### src/rtl/codir_pkg.sv
package codir_pkg;
    typedef struct packed {
        logic vld;
        logic val;
        logic viol;
    } codir_bit_t;
endpackage

### src/rtl/codir_bit_decoder.sv
module codir_bit_decoder
    import codir_pkg::*;
(
    input  logic       clk,
    input  logic       rst_n,
    input  logic       pos_n_i,
    input  logic       neg_n_i,
    input  logic       ce_i,
    input  logic       half_i,
    output codir_bit_t bit_o
);
    typedef struct packed {
        logic       cur_pol;
        logic       prev_pol;
        logic       have_prev;
        codir_bit_t bit_out;
    } dec_st_t;

    dec_st_t st_d, st_q;

    always_comb begin
        st_d = st_q;
        st_d.bit_out = '0;
        if (ce_i && !half_i) begin
            st_d.cur_pol = ~pos_n_i;
        end else if (ce_i && half_i) begin
            st_d.bit_out.vld  = 1'b1;
            st_d.bit_out.val  = pos_n_i & neg_n_i;
            st_d.bit_out.viol = st_q.have_prev & (st_q.cur_pol == st_q.prev_pol);
            st_d.prev_pol     = st_q.cur_pol;
            st_d.have_prev    = 1'b1;
        end
    end

    always_ff @(posedge clk or negedge rst_n) begin
        if (!rst_n) st_q <= '0;
        else        st_q <= st_d;
    end

    assign bit_o = st_q.bit_out;


    viol_has_valid_chk: assert property (@(posedge clk) disable iff (!rst_n)
        bit_o.viol |-> bit_o.vld);
endmodule

### src/rtl/codir_octet_framer.sv
module codir_octet_framer
    import codir_pkg::*;
#(
    parameter int OCT_W      = 8,
    parameter int MISS_LIMIT = 8
) (
    input  logic             clk,
    input  logic             rst_n,
    input  codir_bit_t       bit_i,
    input  logic             lock_sup_i,
    output logic             oct_vld_o,
    output logic [OCT_W-1:0] oct_o,
    output logic             oct_blank_o,
    output logic             alarm_o
);
    localparam int CNT_W  = $clog2(OCT_W);
    localparam int MISS_W = $clog2(MISS_LIMIT + 1);
    localparam logic [CNT_W-1:0]  LAST_POS = CNT_W'(OCT_W - 1);
    localparam logic [MISS_W-1:0] MISS_MAX = MISS_W'(MISS_LIMIT);

    typedef struct packed {
        logic [CNT_W-1:0]  cnt;
        logic [OCT_W-1:0]  sh;
        logic [MISS_W-1:0] miss;
        logic              alarm;
        logic              done;
        logic [OCT_W-1:0]  word;
        logic              blank;
    } frm_st_t;

    frm_st_t st_d, st_q;
    logic [OCT_W-1:0] w_fill;

    always_comb begin
        st_d   = st_q;
        st_d.done = 1'b0;
        w_fill = st_q.sh;
        w_fill[st_q.cnt] = bit_i.val;
        if (bit_i.vld) begin
            if (bit_i.viol) begin
                st_d.done  = 1'b1;
                st_d.word  = w_fill;
                st_d.blank = 1'b0;
                st_d.cnt   = '0;
                st_d.sh    = '1;
                if (st_q.cnt == LAST_POS) begin
                    st_d.miss  = '0;
                    st_d.alarm = 1'b0;
                end
            end else if (st_q.cnt == LAST_POS) begin
                st_d.done  = 1'b1;
                st_d.word  = w_fill;
                st_d.blank = ~lock_sup_i;
                st_d.cnt   = '0;
                st_d.sh    = '1;
                if (st_q.miss != MISS_MAX) st_d.miss = st_q.miss + 1'b1;
                if (st_d.miss == MISS_MAX) st_d.alarm = 1'b1;
            end else begin
                st_d.sh  = w_fill;
                st_d.cnt = st_q.cnt + 1'b1;
            end
        end
    end

    always_ff @(posedge clk or negedge rst_n) begin
        if (!rst_n) begin
            st_q      <= '0;
            st_q.sh   <= '1;
            st_q.word <= '1;
        end else begin
            st_q <= st_d;
        end
    end

    assign oct_vld_o   = st_q.done;
    assign oct_o       = st_q.word;
    assign oct_blank_o = st_q.blank;
    assign alarm_o     = st_q.alarm;


    alarm_rise_chk: assert property (@(posedge clk) disable iff (!rst_n)
        $rose(alarm_o) |-> $past(bit_i.vld && !bit_i.viol));

    alarm_fall_chk: assert property (@(posedge clk) disable iff (!rst_n)
        $fell(alarm_o) |-> $past(bit_i.vld && bit_i.viol));
endmodule

### src/rtl/codir_slip_reader.sv
module codir_slip_reader #(
    parameter int OCT_W = 8
) (
    input  logic             clk,
    input  logic             rst_n,
    input  logic             oct_vld_i,
    input  logic [OCT_W-1:0] oct_i,
    input  logic             oct_blank_i,
    input  logic             ts1_i,
    input  logic             ts2_i,
    input  logic             ts_pick_i,
    input  logic             pcm_ce_i,
    input  logic             blank_force_i,
    output logic             pcm_o
);
    localparam int IDX_W = $clog2(OCT_W) + 1;
    localparam logic [IDX_W-1:0] IDX_END = IDX_W'(OCT_W);

    typedef struct packed {
        logic [1:0][OCT_W-1:0] bufs;
        logic [1:0]            blks;
        logic                  last;
        logic                  rd_sel;
        logic                  active;
        logic [IDX_W-1:0]      idx;
        logic                  pcm;
    } rd_st_t;

    rd_st_t st_d, st_q;
    logic   sel_ts;
    logic   tgt;

    always_comb begin
        st_d   = st_q;
        sel_ts = ts_pick_i ? ts1_i : ts2_i;
        tgt    = st_q.active ? ~st_q.rd_sel : ~st_q.last;
        if (oct_vld_i) begin
            st_d.bufs[tgt] = oct_i;
            st_d.blks[tgt] = oct_blank_i;
            st_d.last      = tgt;
        end
        if (pcm_ce_i) begin
            if (!sel_ts) begin
                st_d.active = 1'b0;
                st_d.pcm    = 1'b1;
            end else if (!st_q.active) begin
                st_d.active = 1'b1;
                st_d.rd_sel = st_q.last;
                st_d.idx    = IDX_W'(1);
                st_d.pcm    = st_q.bufs[st_q.last][0] | st_q.blks[st_q.last];
            end else if (st_q.idx != IDX_END) begin
                st_d.pcm = st_q.bufs[st_q.rd_sel][st_q.idx[IDX_W-2:0]] | st_q.blks[st_q.rd_sel];
                st_d.idx = st_q.idx + 1'b1;
            end else begin
                st_d.pcm = 1'b1;
            end
        end
        if (blank_force_i) st_d.pcm = 1'b1;
    end

    always_ff @(posedge clk or negedge rst_n) begin
        if (!rst_n) begin
            st_q      <= '0;
            st_q.bufs <= '1;
            st_q.pcm  <= 1'b1;
        end else begin
            st_q <= st_d;
        end
    end

    assign pcm_o = st_q.pcm;


    idle_high_chk: assert property (@(posedge clk) disable iff (!rst_n)
        (pcm_ce_i && !(ts_pick_i ? ts1_i : ts2_i)) |=> pcm_o);

    blank_high_chk: assert property (@(posedge clk) disable iff (!rst_n)
        blank_force_i |=> pcm_o);

    rd_lock_chk: assert property (@(posedge clk) disable iff (!rst_n)
        (st_q.active && $past(st_q.active)) |-> $stable(st_q.rd_sel));
endmodule

### src/rtl/codir_octet_rx.sv
module codir_octet_rx
    import codir_pkg::*;
#(
    parameter int OCT_W      = 8,
    parameter int MISS_LIMIT = 8
) (
    input  logic clk,
    input  logic rst_n,
    input  logic rx_pos_n,
    input  logic rx_neg_n,
    input  logic rec_ce,
    input  logic rec_half,
    input  logic lock_sup,
    input  logic ts1_in,
    input  logic ts2_in,
    input  logic ts_pick,
    input  logic pcm_ce,
    input  logic blank_force,
    output logic pcm_out,
    output logic loss_alarm
);
    codir_bit_t       dec_bit;
    logic             oct_vld;
    logic [OCT_W-1:0] oct_word;
    logic             oct_blank;

    codir_bit_decoder u_dec (
        .clk     (clk),
        .rst_n   (rst_n),
        .pos_n_i (rx_pos_n),
        .neg_n_i (rx_neg_n),
        .ce_i    (rec_ce),
        .half_i  (rec_half),
        .bit_o   (dec_bit)
    );

    codir_octet_framer #(.OCT_W(OCT_W), .MISS_LIMIT(MISS_LIMIT)) u_frm (
        .clk         (clk),
        .rst_n       (rst_n),
        .bit_i       (dec_bit),
        .lock_sup_i  (lock_sup),
        .oct_vld_o   (oct_vld),
        .oct_o       (oct_word),
        .oct_blank_o (oct_blank),
        .alarm_o     (loss_alarm)
    );

    codir_slip_reader #(.OCT_W(OCT_W)) u_rd (
        .clk           (clk),
        .rst_n         (rst_n),
        .oct_vld_i     (oct_vld),
        .oct_i         (oct_word),
        .oct_blank_i   (oct_blank),
        .ts1_i         (ts1_in),
        .ts2_i         (ts2_in),
        .ts_pick_i     (ts_pick),
        .pcm_ce_i      (pcm_ce),
        .blank_force_i (blank_force),
        .pcm_o         (pcm_out)
    );
endmodule

### config.mk
export PLATFORM = sky130hd
export DESIGN_NAME = codir_octet_rx
export DESIGN_NICKNAME = d
export VERILOG_FILES = /design/src/rtl/codir_pkg.sv /design/src/rtl/codir_bit_decoder.sv /design/src/rtl/codir_octet_framer.sv /design/src/rtl/codir_slip_reader.sv /design/src/rtl/codir_octet_rx.sv
export SDC_FILE = /design/constraint.sdc
export NUM_CORES = 1
export LEC_CHECK = 0
export BUFFER_PORTS_ARGS = -buffer_cell sky130_fd_sc_hd__buf_2
export CORE_ASPECT_RATIO = 0.9
export CORE_MARGIN = 5
export CORE_UTILIZATION = 40
export CTS_BUF_LIST = sky130_fd_sc_hd__clkbuf_16
export DETAILED_ROUTE_END_ITERATION = 6
export GPL_ROUTABILITY_DRIVEN = 0
export GPL_TIMING_DRIVEN = 0
export PLACE_DENSITY = 0.6
export SKIP_CTS_REPAIR_TIMING = 1
export SLEW_MARGIN = 20
export SYNTH_ARGS = -nofsm -noshare
export SYNTH_HDL_FRONTEND = slang
export SYNTH_HIERARCHICAL = 1
export SYNTH_SLANG_ARGS = --single-unit
### constraint.sdc
create_clock -name clk -period 2.2 [get_ports clk]
set_input_delay 0.44 -clock clk [delete_from_list [all_inputs] [get_ports clk]]
set_output_delay 0.44 -clock clk [all_outputs]
set_load 0.05 [all_outputs]
==> flow_summary_export.csv <==
group,metric,value,unit
run_status,status,"complete, no violations",
floorplan,rows,29,
sta,drv_slew,0,
synth,synth_nets,275,
routing,avgViaCountPerCell,4.989,
synth,synth.area.top_cells,"dfstp_2 (30%), dfrtp_1 (22%), mux2_2 (8.1%), mux2i_1 (5.5%), buf_4 (3.1%)",
sta,fmax,476.8,MHz
routing,drt-pass1-iter-count,4,
synth,syn-instance-count,257,
sta,grt_setup_unrepaired,"false",
critical_path,cp_slowest_cell,"or4_1",
critical_path,max_stage_delay,510,ps
synth,ys_seq_elements,58,
floorplan,core-area,0.007076,mm²
critical_path,critical_path.startpoint_type,"flip-flop",
cts,cts_root_buf,"clkbuf_16",
synth,avgSynthCellArea,11.32,µm²
routing,ant_nets,0,
cts,cts_tree,"built",
routing,wirelength,5.032,mm
cts,cts_max_path_buffers,2,
pwr,powerDensity,1269,mW/mm²
sta,hold_viol,0,
floorplan,dieArea,0.009081,mm²
finish,final_common_cell,"dfstp_2",
flow_run,drv_cap,0,
cts,clkLatencyLatePin,320,ps
critical_path,crit_type,"flip-flop to flip-flop",
finish,area_delta_synth_final,16.00,%
critical_path,crit_buf_inv,1,
pwr,switching_share,28.21,%
synth,synth_async_sr_flop_share,100.0,%
worst_hold_path,hold_class,"primary input to asynchronous set/reset pin",
pwr,p_int,3.075,mW
critical_path,path_common_cell,"or4_1",
finish,drive_above_1_share,38.60,%
routing,drc,0,
cts,clock_sinks,58,
routing,first_iter_violations,57,
pwr,p_seq_share,43.0,%
floorplan,die_w,99.89,µm
critical_path,setup.worst_path.end_class,"flip-flop",
routing,wl_per_cell,13.31,µm
floorplan,start_util,41.11,%
critical_path,cp_data_required_time,2440,ps
sta,slew_headroom,51.01,%
routing,wl_met2,2.350,mm
sta,fin_skew,4.927,ps
finish,num-fill-cells,672,
synth,synth_largest_area_cell,"dfstp_2",
sta,tns,0,ps
floorplan,ios,14,
critical_path,crit_family,"simple AND/OR/NAND/NOR gates",
pwr,switchingPower,1.209,mW
placed_design,port_buffers,13,
pwr,pwr-share-comb,26.3,%
sta,min_period,2097,ps
finish,layout_common_cells,"dfstp_2 (33), dfrtp_1 (25), mux2_2 (21)",
synth,synth-edff-count,0,
placed_design,dp_hpwl,3.425,mm
synth,synth_ff_type,"dfstp_2",
routing,wl_met1,2.410,mm
critical_path,cp_max_fo,8,
synth,synth_top_area_share,29.81,%
pwr,p_leak,1.515,nW
cts,numCtsBuffers,9,
cts,path_clk_slew,50,ps
global_routing,grt_max_degree,59,
routing,route.met3.wl,232,µm
routing,vias,1886,
synth,yosysSeqAreaShare,51.31,%
synth,syn-cell-area,0.002909,mm²
sta,tightest_slew,734.8,ps
pwr,peakVddDrop,0.6633,mV
sta,min_period_over_period,95.34,%
global_routing,grt_pass1_wl,8.597,mm
global_routing,grt_pass1_vias,1820,
critical_path,crit_path_cell_trace,"buf_6 -> mux2_4 -> or4_1 -> or4_1 -> o32a_1",
finish,nNetsFinal,298,
routing,top_layer_used,"met4",
synth,ys_warn_count,6,
sta,whs,175.7,ps
synth,synth_cell_types,45,
finish,insertedDiodeCount,0,
critical_path,arrival,2340,ps
sta,setup_viol,0,
global_routing,grt_overflow,0,
pwr,power_frac_clock,30.7,%
cts,htree_levels,3,
global_routing,antenna_found_initial,0,
floorplan,die_y,90.91,µm
global_routing,grt.total_usage,11.99,%
==> power groups by stage <==
stage | combinational [mW] | sequential, mW | clock [mW]
after floorplan | 0.936 | 1.79 | 0
after global routing | 1.28 | 1.90 | 1.40
after CTS | 1.16 | 1.83 | 1.35
after detailed placement | 1.15 | 1.85 | 0
after global placement | 1.14 | 1.83 | 0
final | 1.13 | 1.84 | 1.31
==> synth_stat cells, drive strengths merged, types with 3 or more instances <==
cell	n
ha	6
clkbuf	8
a21oi	10
mux2	23
nand3	7
o21ai	17
nor3	5
nand3b	5
a22o	4
inv	13
nand2b	3
buf	17
mux2i	16
dfrtp	25
dfstp	33
nand2	19
and3	4
mux4	3
nor2	14
==> per-stage QoR <==
step / instances / area [µm²] / util (%) / power (mW) / worst slack (ps)
after floorplan: 257 / 2909 / - / 2.727 / 128.4
after global placement: 363 / 3090 / 43.68 / 2.969 / 27.80
after detailed placement: 363 / 3093 / 43.71 / 3.004 / 32.39
after CTS: 379 / 3378 / 47.75 / 4.348 / 20.43
after global routing: 378 / 3374 / 47.69 / 4.576 / 49.72
final: 378 / 3374 / 47.69 / 4.284 / 102.6
==> cell type report <==
cell class	count	area, µm²	share of cell area, %
inverter	13	48.80	1.446
timing repair buffer	13	67.56	2.002
tap	93	116.4	3.448
multi-input combinational	161	1216	36.04
sequential	58	1493	44.23
buffer	24	147.6	4.375
clock inverter	7	60.06	1.780
clock buffer	9	225.2	6.674
==> path summary, 6_finish.rpt <==
| check | start | endpoint | slack, ps | cells past startpoint |
|---|---|---|---|---|
| worst max register to register | u_rd/st_q[6] | u_rd/pcm_o | 100 | 5 |
| worst min-delay path | rst_n | u_rd/st_q[1] | 180 | 1 |
| worst max-delay path | u_rd/st_q[6] | u_rd/pcm_o | 100 | 5 |
| min in group clk | rx_pos_n | u_dec/st_q[5] | 300 | 2 |
| worst min register to register | u_dec/st_q[3] | u_dec/st_q[3] | 460 | 1 |
| max in group asynchronous | rst_n | u_frm/oct_vld_o | 1520 | 1 |
==> kinds of logic (layout without fill, tap and decap cells) <==
group                      Yosys count  count (layout)  synth area share (%)
AOI/OAI and AO/OA                   41              41                 8.473
xor gates and xnor gates             2               2                0.6023
adders and majority gates            6               6                 2.581
buffers and inverters               38              66                 6.881
DFF                                 58              58                 51.31
muxes                               42              42                 17.38
and+or+nand+nor                     70              70                 12.77
==> worst register-to-register path, stage by stage, from the launching register on <==
cell and delay [ps]:
dfrtp_1 370, buf_6 140, mux2_4 300, or4_1 410, or4_1 510, o32a_1 300
==> flip-flops by register name (all words and copies together) (netlist names) <==
register and flops:
u_rd/st_q 25, u_frm/st_q 15, u_frm/oct_o 8, u_dec/bit_o 3
u_dec/st_q 3, u_frm/alarm_o 1, u_frm/oct_blank_o 1, u_frm/oct_vld_o 1
u_rd/pcm_o 1
==> metal layers <==
layer  up-vias  GRT usage, %
met5         -             0
met4         0         3.754
met3         4         5.019
met2        27         18.50
met1       919         15.28
li1        936             -
Note: power is estimated with default switching activity, not from simulation.
